--- config.mk ---
export PLATFORM = sky130hd
export DESIGN_NAME = victim_buffer
export DESIGN_NICKNAME = d
export VERILOG_FILES = /design/src/rtl/vbuf_pkg.sv /design/src/rtl/vbuf_datapath.sv /design/src/rtl/vbuf_ctrl.sv /design/src/rtl/victim_buffer.sv
export SDC_FILE = /design/constraint.sdc
export NUM_CORES = 1
export LEC_CHECK = 0
export ABC_AREA = 0
export BUFFER_PORTS_ARGS = -buffer_cell sky130_fd_sc_hd__buf_2
export CORE_MARGIN = 2
export CORE_UTILIZATION = 44
export CTS_BUF_LIST = sky130_fd_sc_hd__clkbuf_2 sky130_fd_sc_hd__clkbuf_4 sky130_fd_sc_hd__clkbuf_8
export DETAILED_ROUTE_END_ITERATION = 8
export HOLD_SLACK_MARGIN = 0.05
export PLACE_DENSITY = 0.64
export SYNTH_ARGS = -nofsm -noshare
export SYNTH_HDL_FRONTEND = slang
export SYNTH_SLANG_ARGS = --single-unit
--- constraint.sdc ---
create_clock -name clk -period 15.76 [get_ports clk]
set_input_delay 1.576 -clock clk [delete_from_list [all_inputs] [get_ports clk]]
set_output_delay 1.576 -clock clk [all_outputs]
set_load 0.02 [all_outputs]
--- src/rtl/vbuf_pkg.sv ---
package vbuf_pkg;

  // Strobes from the control to the storage for the slot chosen this cycle.
  typedef struct packed {
    logic wrEn;   // write address and data into the slot, mark valid
    logic clrEn;  // invalidate the slot
  } vbuf_strobe_t;

  // Effect of this cycle on the recency order.
  typedef enum logic [1:0] {
    TOUCH_NONE,
    TOUCH_NEW,   // a free slot becomes the most recent entry
    TOUCH_OLD,   // a held slot is rewritten and becomes the most recent entry
    TOUCH_DROP   // a held slot leaves the order
  } vbuf_touch_t;

endpackage

--- src/rtl/vbuf_datapath.sv ---
module vbuf_datapath
  import vbuf_pkg::*;
#(
  parameter int ENTRIES = 4,
  parameter int ADDR_W  = 26,
  parameter int DATA_W  = 64,
  parameter int IDX_W   = (ENTRIES > 1) ? $clog2(ENTRIES) : 1
) (
  input  logic               clk,
  input  logic               rstN,
  input  vbuf_strobe_t       strobe,
  input  logic [IDX_W-1:0]   slotIdx,
  input  logic [ADDR_W-1:0]  wrAddr,
  input  logic [DATA_W-1:0]  wrData,
  input  logic [ADDR_W-1:0]  lookupAddr,
  output logic               lookupMatch,
  output logic [IDX_W-1:0]   lookupIdx,
  output logic [DATA_W-1:0]  lineData,
  output logic               insMatch,
  output logic [IDX_W-1:0]   insMatchIdx,
  output logic               freeAvail,
  output logic [IDX_W-1:0]   freeIdx,
  output logic [ENTRIES-1:0] validVec
);

  logic [ADDR_W-1:0] addrQ [ENTRIES];
  logic [DATA_W-1:0] dataQ [ENTRIES];
  logic [ENTRIES-1:0] matchVec;
  logic [ENTRIES-1:0] insVec;

  // One comparator pair per entry, all searched at once.
  genvar g;
  generate
    for (g = 0; g < ENTRIES; g++) begin : gCompare
      assign matchVec[g] = validVec[g] && (addrQ[g] == lookupAddr);
      assign insVec[g]   = validVec[g] && (addrQ[g] == wrAddr);
    end
  endgenerate

  always_comb begin
    lookupIdx   = '0;
    insMatchIdx = '0;
    freeIdx     = '0;
    for (int i = 0; i < ENTRIES; i++) begin
      if (matchVec[i]) lookupIdx   = IDX_W'(i);
      if (insVec[i])   insMatchIdx = IDX_W'(i);
    end
    for (int i = ENTRIES - 1; i >= 0; i--) begin
      if (!validVec[i]) freeIdx = IDX_W'(i);
    end
  end

  assign lookupMatch = |matchVec;
  assign insMatch    = |insVec;
  assign freeAvail   = ~&validVec;
  assign lineData    = dataQ[lookupIdx];

  always_ff @(posedge clk or negedge rstN) begin
    if (!rstN) begin
      validVec <= '0;
    end else if (strobe.wrEn) begin
      validVec[slotIdx] <= 1'b1;
    end else if (strobe.clrEn) begin
      validVec[slotIdx] <= 1'b0;
    end
  end

  always_ff @(posedge clk) begin
    if (strobe.wrEn) begin
      addrQ[slotIdx] <= wrAddr;
      dataQ[slotIdx] <= wrData;
    end
  end

  // reset leaves no entry valid in the following cycle.
  assert_reset_empty_R1: assert property (@(posedge clk)
    !rstN |=> (validVec == '0));

  // an address is never held twice, so at most one entry matches.
  assert_single_match_R4: assert property (@(posedge clk) disable iff (!rstN)
    $countones(matchVec) <= 1);

endmodule

--- src/rtl/vbuf_ctrl.sv ---
module vbuf_ctrl
  import vbuf_pkg::*;
#(
  parameter int ENTRIES = 4,
  parameter int IDX_W   = (ENTRIES > 1) ? $clog2(ENTRIES) : 1
) (
  input  logic               clk,
  input  logic               rstN,
  input  logic               lookupValid,
  input  logic               lookupMatch,
  input  logic [IDX_W-1:0]   lookupIdx,
  input  logic               insertValid,
  input  logic               insMatch,
  input  logic [IDX_W-1:0]   insMatchIdx,
  input  logic               freeAvail,
  input  logic [IDX_W-1:0]   freeIdx,
  input  logic [ENTRIES-1:0] validVec,
  output vbuf_strobe_t       strobe,
  output logic [IDX_W-1:0]   slotIdx,
  output logic               lookupHit
);

  localparam logic [IDX_W-1:0] OLDEST = IDX_W'(ENTRIES - 1);

  // Age 0 is the most recent entry; valid entries hold distinct ages.
  logic [IDX_W-1:0] ageQ [ENTRIES];
  logic [IDX_W-1:0] lruIdx;
  logic [IDX_W-1:0] pivotAge;
  vbuf_touch_t      touch;

  assign lookupHit = lookupValid && lookupMatch;

  always_comb begin
    lruIdx = '0;
    for (int i = 0; i < ENTRIES; i++) begin
      if (validVec[i] && ageQ[i] == OLDEST) lruIdx = IDX_W'(i);
    end
  end

  // Slot choice: swap, then drop, then update, free slot, oldest entry.
  always_comb begin
    touch   = TOUCH_NONE;
    slotIdx = '0;
    if (lookupHit && insertValid) begin
      touch   = TOUCH_OLD;
      slotIdx = lookupIdx;
    end else if (lookupHit) begin
      touch   = TOUCH_DROP;
      slotIdx = lookupIdx;
    end else if (insertValid) begin
      if (insMatch) begin
        touch   = TOUCH_OLD;
        slotIdx = insMatchIdx;
      end else if (freeAvail) begin
        touch   = TOUCH_NEW;
        slotIdx = freeIdx;
      end else begin
        touch   = TOUCH_OLD;
        slotIdx = lruIdx;
      end
    end
  end

  assign strobe.wrEn  = (touch == TOUCH_NEW) || (touch == TOUCH_OLD);
  assign strobe.clrEn = (touch == TOUCH_DROP);
  assign pivotAge     = ageQ[slotIdx];

  always_ff @(posedge clk or negedge rstN) begin
    if (!rstN) begin
      for (int j = 0; j < ENTRIES; j++) ageQ[j] <= '0;
    end else if (touch != TOUCH_NONE) begin
      for (int j = 0; j < ENTRIES; j++) begin
        if (IDX_W'(j) == slotIdx) begin
          ageQ[j] <= '0;
        end else if (validVec[j]) begin
          case (touch)
            TOUCH_NEW:  ageQ[j] <= ageQ[j] + 1'b1;
            TOUCH_OLD:  if (ageQ[j] < pivotAge) ageQ[j] <= ageQ[j] + 1'b1;
            TOUCH_DROP: if (ageQ[j] > pivotAge) ageQ[j] <= ageQ[j] - 1'b1;
            default:    ;
          endcase
        end
      end
    end
  end

  // ages of held entries stay below the occupancy, so the oldest
  // entry of a full buffer always carries the top age.
  genvar g;
  generate
    for (g = 0; g < ENTRIES; g++) begin : gAgeCheck
      assert_age_bound_R5: assert property (@(posedge clk) disable iff (!rstN)
        validVec[g] |-> (int'(ageQ[g]) < $countones(validVec)));
    end
  endgenerate

endmodule

--- src/rtl/victim_buffer.sv ---
module victim_buffer
  import vbuf_pkg::*;
#(
  parameter int ENTRIES = 4,
  parameter int ADDR_W  = 26,
  parameter int DATA_W  = 64
) (
  input  logic              clk,
  input  logic              rstN,
  input  logic              lookupValid,
  input  logic [ADDR_W-1:0] lookupAddr,
  output logic              lookupHit,
  output logic [DATA_W-1:0] lookupData,
  input  logic              insertValid,
  input  logic [ADDR_W-1:0] insertAddr,
  input  logic [DATA_W-1:0] insertData
);

  localparam int IDX_W = (ENTRIES > 1) ? $clog2(ENTRIES) : 1;

  vbuf_strobe_t       strobe;
  logic [IDX_W-1:0]   slotIdx;
  logic               lookupMatch;
  logic [IDX_W-1:0]   lookupIdx;
  logic [DATA_W-1:0]  lineData;
  logic               insMatch;
  logic [IDX_W-1:0]   insMatchIdx;
  logic               freeAvail;
  logic [IDX_W-1:0]   freeIdx;
  logic [ENTRIES-1:0] validVec;

  vbuf_datapath #(
    .ENTRIES(ENTRIES), .ADDR_W(ADDR_W), .DATA_W(DATA_W), .IDX_W(IDX_W)
  ) uDatapath (
    .clk(clk), .rstN(rstN), .strobe(strobe), .slotIdx(slotIdx),
    .wrAddr(insertAddr), .wrData(insertData), .lookupAddr(lookupAddr),
    .lookupMatch(lookupMatch), .lookupIdx(lookupIdx), .lineData(lineData),
    .insMatch(insMatch), .insMatchIdx(insMatchIdx),
    .freeAvail(freeAvail), .freeIdx(freeIdx), .validVec(validVec)
  );

  vbuf_ctrl #(
    .ENTRIES(ENTRIES), .IDX_W(IDX_W)
  ) uCtrl (
    .clk(clk), .rstN(rstN), .lookupValid(lookupValid),
    .lookupMatch(lookupMatch), .lookupIdx(lookupIdx),
    .insertValid(insertValid), .insMatch(insMatch), .insMatchIdx(insMatchIdx),
    .freeAvail(freeAvail), .freeIdx(freeIdx), .validVec(validVec),
    .strobe(strobe), .slotIdx(slotIdx), .lookupHit(lookupHit)
  );

  assign lookupData = lookupHit ? lineData : '0;

  // after a swap, the displaced line is found with its own data.
  assert_swap_lands_R6: assert property (@(posedge clk) disable iff (!rstN)
    (lookupHit && insertValid) |=>
      (!(lookupValid && lookupAddr == $past(insertAddr)) ||
       (lookupHit && lookupData == $past(insertData))));

  // a hit with nothing displaced leaves the buffer.
  assert_drop_on_hit_R7: assert property (@(posedge clk) disable iff (!rstN)
    (lookupHit && !insertValid) |=>
      !(lookupValid && lookupAddr == $past(lookupAddr) && lookupHit));

endmodule

==> impl_metrics.ini, run 1 <==
[run_status]
status = completed

[floorplanning]
fp-row-count = 71
die_w_um = 199.5
ioPinCount = 185
initial_utilization_pct = 44.66
core_area_um2 = 37670
die_area_um2 = 39810
die_h_um = 199.5

[synth]
synth_area_leaders = edfxtp_1 (64%), xnor2_1 (9.2%), o221ai_1 (3.3%)
yosysTopAreaCell = edfxtp_1
synth_async_sr_flop_share_pct = 3.226
ys_ff_latch = 372
ys.flop_type = edfxtp_1
avgSynthCellArea_um2 = 13.58
ys_seq_area_share_pct = 66.05
yosys-top-cells-count = edfxtp_1 (360), xnor2_1 (177), nand2_1 (85)
synth_top_area_share_pct = 64.27
yosysWarnings = 0
synth_area_um2 = 16820
synth_nets = 1371
yosysMostFrequentCell = edfxtp_1
synth_edf_count = 360
syn_inst = 1239
synthDistinctLibCells = 57

[worst_hold_path]
hp-class = reg -> reg
hp-start = uCtrl.ageQ[1]

[routing]
drt_iter0_markers = 801
drc_errors = 0
vias = 11137
wl_um = 47210
drtAntennaViolNets = 0
viasPerCell = 5.602
drt-wirelength-per-cell_um = 23.75
drt_pass1_iterations = 7

[power_and_ir_drop]
power_density_nw_per_um2 = 145.4
vdd_ir_drop_max_v = 0.00007716
total_power_w = 0.002840
leakage_nw = 6.722

[cells_and_area]
final_cells = 1988
syn2layout_area_growth_pct = 16.09
fin_util_pct = 51.84
layout-drive-gt1-share_pct = 22.12
finish.net_count = 1557

[setup_path]
cp_slowest_cell = nor4_1
slowest_delay_ps = 620
end_kind = primary output
cp_cell_sequence = buf_2, xnor2_1, nand4_1, nor4_1, and2_2, buf_4, nand2_1, and3_1, nor3_1, buf_2
crit_type = in -> out
crit_fanout = 65
arrival_ps = 4770
startpoint = lookupAddr[23]
critPathMostFrequentCell = buf_2
rrSetupSlack_ps = 10160
r2r-start = uDatapath.addrQ[2][22]
critPathRequiredTime_ps = 14180
critPathLaunchType = input pin

[placed_design]
place.port_buffers = 184
dpl.hpwl_um = 30540
gp_congestion = 0.9543
placed_cells = 1867

[global_route]
grt.overflow.total = 0
grt_pass1_wl_um = 69720
grt_use_total_pct = 24.08
grt_max_degree = 89
grt_pass1_vias = 11016
antenna_found_initial = 8

[timing]
worstMarginPinSlew_ps = 1064
final_hold_viol_count = 0
finalSetupViolations = 0
period_needed_ps = 6347
drv_slew = 0
fin_crit_sh_pct = 40.27
finClkSkew_ps = 31.71
tns_ps = 0
rsz0062_at_grt = no
max_freq_mhz = 157.6
max_slew_margin_pct = 29.07

[clock_network]
clk_latency_ps = 620
cts_tree = done
cts.path.max_buffers = 3
ctsHoldBuffers = 0
cts_setup_buffers = 0
clock_sinks = 372
htree_num_levels = 3
cts-root-buf = clkbuf_8
clk_pin_slew_ps = 60
cts_made_buffers = 67
cts_resized = 0

[flow_run]
drv_cap = 0
[registers in the layout, summed over array words and instances, names as in the netlist, named ones only]
register and count:
uDatapath.dataQ 256, uDatapath.addrQ 104, uCtrl.ageQ 8
[where the power goes]
part           internal [W]  leakage (nW)  total, W  switching, W
sequential          0.00130          3.44   0.00140     0.0000959
clock              0.000499         0.697  0.000894      0.000395
combinational      0.000200          2.58  0.000549      0.000349
total               0.00200          6.72   0.00284      0.000840
[logic make-up (layout without fill, tap and decap cells)]
family / after synthesis / in the layout / share of synthesized area [%]
and+or+nand+nor: 424 / 424 / 13.21
other: 0 / 3 / 0
AOI/OAI and AO/OA: 114 / 114 / 5.720
muxes: 9 / 9 / 0.5430
buffers and inverters: 91 / 326 / 2.239
DFF: 372 / 372 / 66.05
adders and majority gates: 12 / 12 / 0.8926
xor gates and xnor gates: 217 / 217 / 11.34
[through the flow]
stage	hold slack [ps]	setup slack, ps	instance area (µm²)
3_3_place_gp	558.8	8916	18200
6_report	585.8	9413	19530
2_1_floorplan	504.2	4553	16820
3_5_place_dp	570.2	8836	18200
5_1_grt	624.6	8956	19520
4_1_cts	575.7	9480	19520
[worst max-delay path, delay by kind of cell]
family,cells,cell delay (ps)
buffers and inverters,3,1000
and+or+nand+nor,6,1670
xor gates and xnor gates,1,400
[area by class of cell]
| class | count | area (µm²) |
|---|---|---|
| clock buffers | 94 | 1131 |
| inverters | 10 | 37.54 |
| fillers | 3252 | 18140 |
| clock inverters | 24 | 187.7 |
| repair buffers | 198 | 1026 |
| flip-flops and latches | 372 | 11110 |
| diodes | 3 | 7.507 |
| well taps | 511 | 639.4 |
| multi-input cells | 776 | 5388 |
[metal layers]
layer	GRT usage, %	part of all wire (%)	vias up
li1	-	-	5093
met1	34.12	45	5500
met2	35.34	44	437
met3	7.527	8.4	97
met4	7.572	2.7	10
met5	0	0.12	-
[cells in the final DEF, fill, tap and decap left out, types with 5 or more instances in the layout]
cell type / synthesis / routed
nor3_1: 70 / 68
nor2_1: 80 / 78
nor2b_1: 6 / 5
xor2_1: 39 / 39
buf_2: 7 / 184
inv_1: 10 / 10
edfxtp_1: 360 / 360
a211oi_1: 8 / 7
clkbuf_8: 0 / 68
nand4_1: 71 / 71
and3_1: 64 / 64
clkbuf_4: 0 / 26
clkinv_1: 0 / 13
and4_1: 9 / 9
a21oi_1: 6 / 6
a31oi_1: 5 / 5
o21ai_0: 9 / 9
xnor2_1: 177 / 177
ha_1: 12 / 12
o221ai_1: 64 / 64
nand2_1: 85 / 84
mux2i_1: 8 / 8
buf_4: 1 / 14
nand3_1: 6 / 6
nor4_1: 15 / 15
dfrtp_1: 12 / 12
[path summary, 6_finish.rpt]
kind | to | depth (start not counted)
worst max-delay path | lookupData[26] | 10
worst min-delay path | uCtrl.ageQ[1] | 1
max in group asynchronous | uCtrl.ageQ[5] | 1
worst min register to register | uCtrl.ageQ[1] | 1
min in group asynchronous | uCtrl.ageQ[3] | 1
worst max register to register | uCtrl.ageQ[3] | 15
Power figures use the tool's default switching activity.
==> inputs of run 2 (changes only) <==
--- a/config.mk
+++ b/config.mk
@@ -5,14 +5,14 @@
 export SDC_FILE = /design/constraint.sdc
 export NUM_CORES = 1
 export LEC_CHECK = 0
-export ABC_AREA = 0
+export ABC_AREA = 1
 export BUFFER_PORTS_ARGS = -buffer_cell sky130_fd_sc_hd__buf_2
 export CORE_MARGIN = 2
 export CORE_UTILIZATION = 44
 export CTS_BUF_LIST = sky130_fd_sc_hd__clkbuf_2 sky130_fd_sc_hd__clkbuf_4 sky130_fd_sc_hd__clkbuf_8
 export DETAILED_ROUTE_END_ITERATION = 8
 export HOLD_SLACK_MARGIN = 0.05
-export PLACE_DENSITY = 0.64
+export PLACE_DENSITY = 0.63
 export SYNTH_ARGS = -nofsm -noshare
 export SYNTH_HDL_FRONTEND = slang
 export SYNTH_SLANG_ARGS = --single-unit
==> constraint.sdc (replaced) <==
create_clock -name clk -period 6.5 [get_ports clk]
set_input_delay 0.65 -clock clk [delete_from_list [all_inputs] [get_ports clk]]
set_output_delay 0.65 -clock clk [all_outputs]
set_load 0.02 [all_outputs]
==> run 2 against run 1 <==
Net effect:
- cell count is 41% higher
- sequential share of layout area is 5.2 points lower
- synthesized area is 11% higher
- clock power is 140% higher
- register-to-register slack worse by 8200 ps
- critical path depth is 2 higher
- routed wire length is 47% higher
- clock skew is 23 ps higher
- critical endpoint is now lookupData[58]
- worst setup slack worse by 7900 ps
==> impl_metrics.ini, run 2 <==
[run_status]
status = completed

[routing]
drt-wirelength-per-cell_um = 24.86
drt_iter0_markers = 1572
drtAntennaViolNets = 0
vias = 15347
viasPerCell = 5.487
drc_errors = 0
drt_pass1_iterations = 6
wl_um = 69530

[clock_network]
cts_tree = done
clock_sinks = 372
cts-root-buf = clkbuf_8
htree_num_levels = 3
clk_pin_slew_ps = 50
clk_latency_ps = 660
cts_made_buffers = 68
cts_setup_buffers = 0
cts.path.max_buffers = 3

[synth]
synth_nets = 2129
synth_edf_count = 360
yosysMostFrequentCell = nand2_1
avgSynthCellArea_um2 = 9.363
yosysTopAreaCell = edfxtp_1
ys.flop_type = edfxtp_1
yosys-top-cells-count = nand2_1 (675), edfxtp_1 (360), inv_1 (200)
synth_top_area_share_pct = 57.82
yosysWarnings = 0
synth_async_sr_flop_share_pct = 3.226
synth_area_um2 = 18700
syn_inst = 1997
ys_ff_latch = 372
synth_area_leaders = edfxtp_1 (58%), nand2_1 (14%), inv_1 (4.0%)
ys_seq_area_share_pct = 59.42
synthDistinctLibCells = 36

[floorplanning]
core_area_um2 = 41950
fp-row-count = 75
die_h_um = 210.1
die_area_um2 = 44160
die_w_um = 210.1
initial_utilization_pct = 44.58
ioPinCount = 185

[setup_path]
crit_type = reg -> out
critPathRequiredTime_ps = 5850
cp_slowest_cell = buf_4
slowest_delay_ps = 640
critPathLaunchType = flop
end_kind = primary output
cp_cell_sequence = xnor2_1, nand2_1, nor2_1, nand2_1, nor2_1, nand2_2, buf_4, nand2_2, buf_4, o221ai_1, a21oi_1, buf_2
crit_fanout = 65
arrival_ps = 4310
r2r.worst_path.cells = 22

[timing]
period_needed_ps = 4957
worstMarginPinSlew_ps = 1000
drv_slew = 0
max_freq_mhz = 201.7
rsz0062_at_grt = no
fin_crit_sh_pct = 76.26
finalSetupViolations = 0
finClkSkew_ps = 54.57
max_slew_margin_pct = 33.31
final_hold_viol_count = 0
worst_slack_ps = 1543

[placed_design]
pre_cts_slack_ps = 1695
place.port_buffers = 184
dpl.hpwl_um = 51220
gp_congestion = 1.023

[cells_and_area]
fin_util_pct = 51.28
final_cell_mix = nand2_1 (672), edfxtp_1 (360), inv_1 (200), buf_2 (184), nor2_1 (171)
layout-drive-gt1-share_pct = 15.95
finish.net_count = 2345
reg.largest.list = uDatapath.dataQ: 256 flops, uDatapath.addrQ: 104 flops, uCtrl.ageQ: 8 flops
fillers = 3944
largest_register = uDatapath.dataQ
final_common_cell = nand2_1
largest_reg_flops = 256
syn2layout_area_growth_pct = 15.04

[global_route]
grt.overflow.total = 0
grt_use_total_pct = 31.51
grt_max_degree = 74
grt_pass1_wl_um = 100000
antenna_found_initial = 3
grt_pass1_vias = 15019

[flow_run]
drv_cap = 0

[power_and_ir_drop]
leakage_nw = 9.130
power_density_nw_per_um2 = 285.5
vdd_ir_drop_max_v = 0.0002506

[worst_hold_path]
holdPathStages = 1
hp-class = in -> reg
[run 2: cell types whose count changed after synthesis, moves of 32 or more]
cell      previous run  this run
a21oi_1              6        84
and3_1              64         0
clkbuf_1            67        21
inv_1               10       200
inv_2                0        32
nand2_1             85       675
nand3_1              6        42
nand4_1             71        33
nor2_1              80       176
nor3_1              70         7
o21a_1               2        64
o21ai_1              1        58
xnor2_1            177        36
[run 2: final cells by class]
cell class / instances / area (µm²) / area share [%]
Inverter: 235 / 882.1 / 4.101
Timing Repair Buffer: 205 / 1119 / 5.200
Tap cell: 539 / 674.4 / 3.135
Multi-Input combinational cell: 1331 / 6450 / 29.98
Sequential cell: 372 / 11110 / 51.65
Antenna cell: 1 / 2.502 / 0.01163
Clock inverter: 24 / 158.9 / 0.7387
Clock buffer: 90 / 1114 / 5.177
[run 2: per-layer routing]
metal  wire length (µm)  share of wire [%]  global-route usage (%)
met5                 27              0.039                       0
met4               2904                4.2                   13.03
met3               4721                6.8                   5.959
met2              31850                 46                   48.80
met1              30030                 43                   43.73
[run 2: cell families after synthesis]
logic type	after synthesis	share of synthesized area, %
fa+ha+maj	12	0.8030
compound gates	317	10.95
buf+inv	294	6.324
xor+xnor	46	2.155
simple gates	956	20.35
flops	372	59.42
[run 2: repair_timing]
action / CTS / global route
hold buffers: 1 / 0
resized for setup: 0 / 0
hold endpoints to repair: 12 / 0
[run 2: through the flow]
stage	std cells	power (W)	setup TNS [ps]	hold slack, ps	instance area (µm²)
after CTS	2796	0.006186	0	187.8	21510
after floorplan	1997	0.003604	-19850	354.4	18700
final	2797	0.006142	0	236.8	21510
after global placement	2681	0.004022	0	542.3	20230
after global routing	2796	0.006403	0	198.7	21510
after detailed placement	2681	0.004029	0	553.4	20230
[run 2: final timing paths]
check                      slack, ps              startpoint                      to
max in group asynchronous       5830                    rstN           uCtrl.ageQ[0]
min in group asynchronous        430                    rstN           uCtrl.ageQ[6]
max                             1540  uDatapath.addrQ[3][18]          lookupData[58]
min reg2reg                      570                    flop                    flop
min                              240          insertData[61]  uDatapath.dataQ[3][61]
max reg2reg                     1930  uDatapath.addrQ[3][18]           uCtrl.ageQ[2]
[run 2: critical path: cells and delay by family, from the launching register on]
kind | cells | cell delay, ps
compound gates | 2 | 470
simple gates | 6 | 930
buf+inv | 3 | 1200
xor+xnor | 1 | 480
flops | 1 | 420
[run 2: power breakdown]
| group | total, W | switching (W) | leakage, nW | internal, W |
|---|---|---|---|---|
| clock network | 0.00214 | 0.000984 | 0.673 | 0.00116 |
| registers | 0.00302 | 0.000134 | 3.46 | 0.00289 |
| logic | 0.000977 | 0.000702 | 5.00 | 0.000275 |
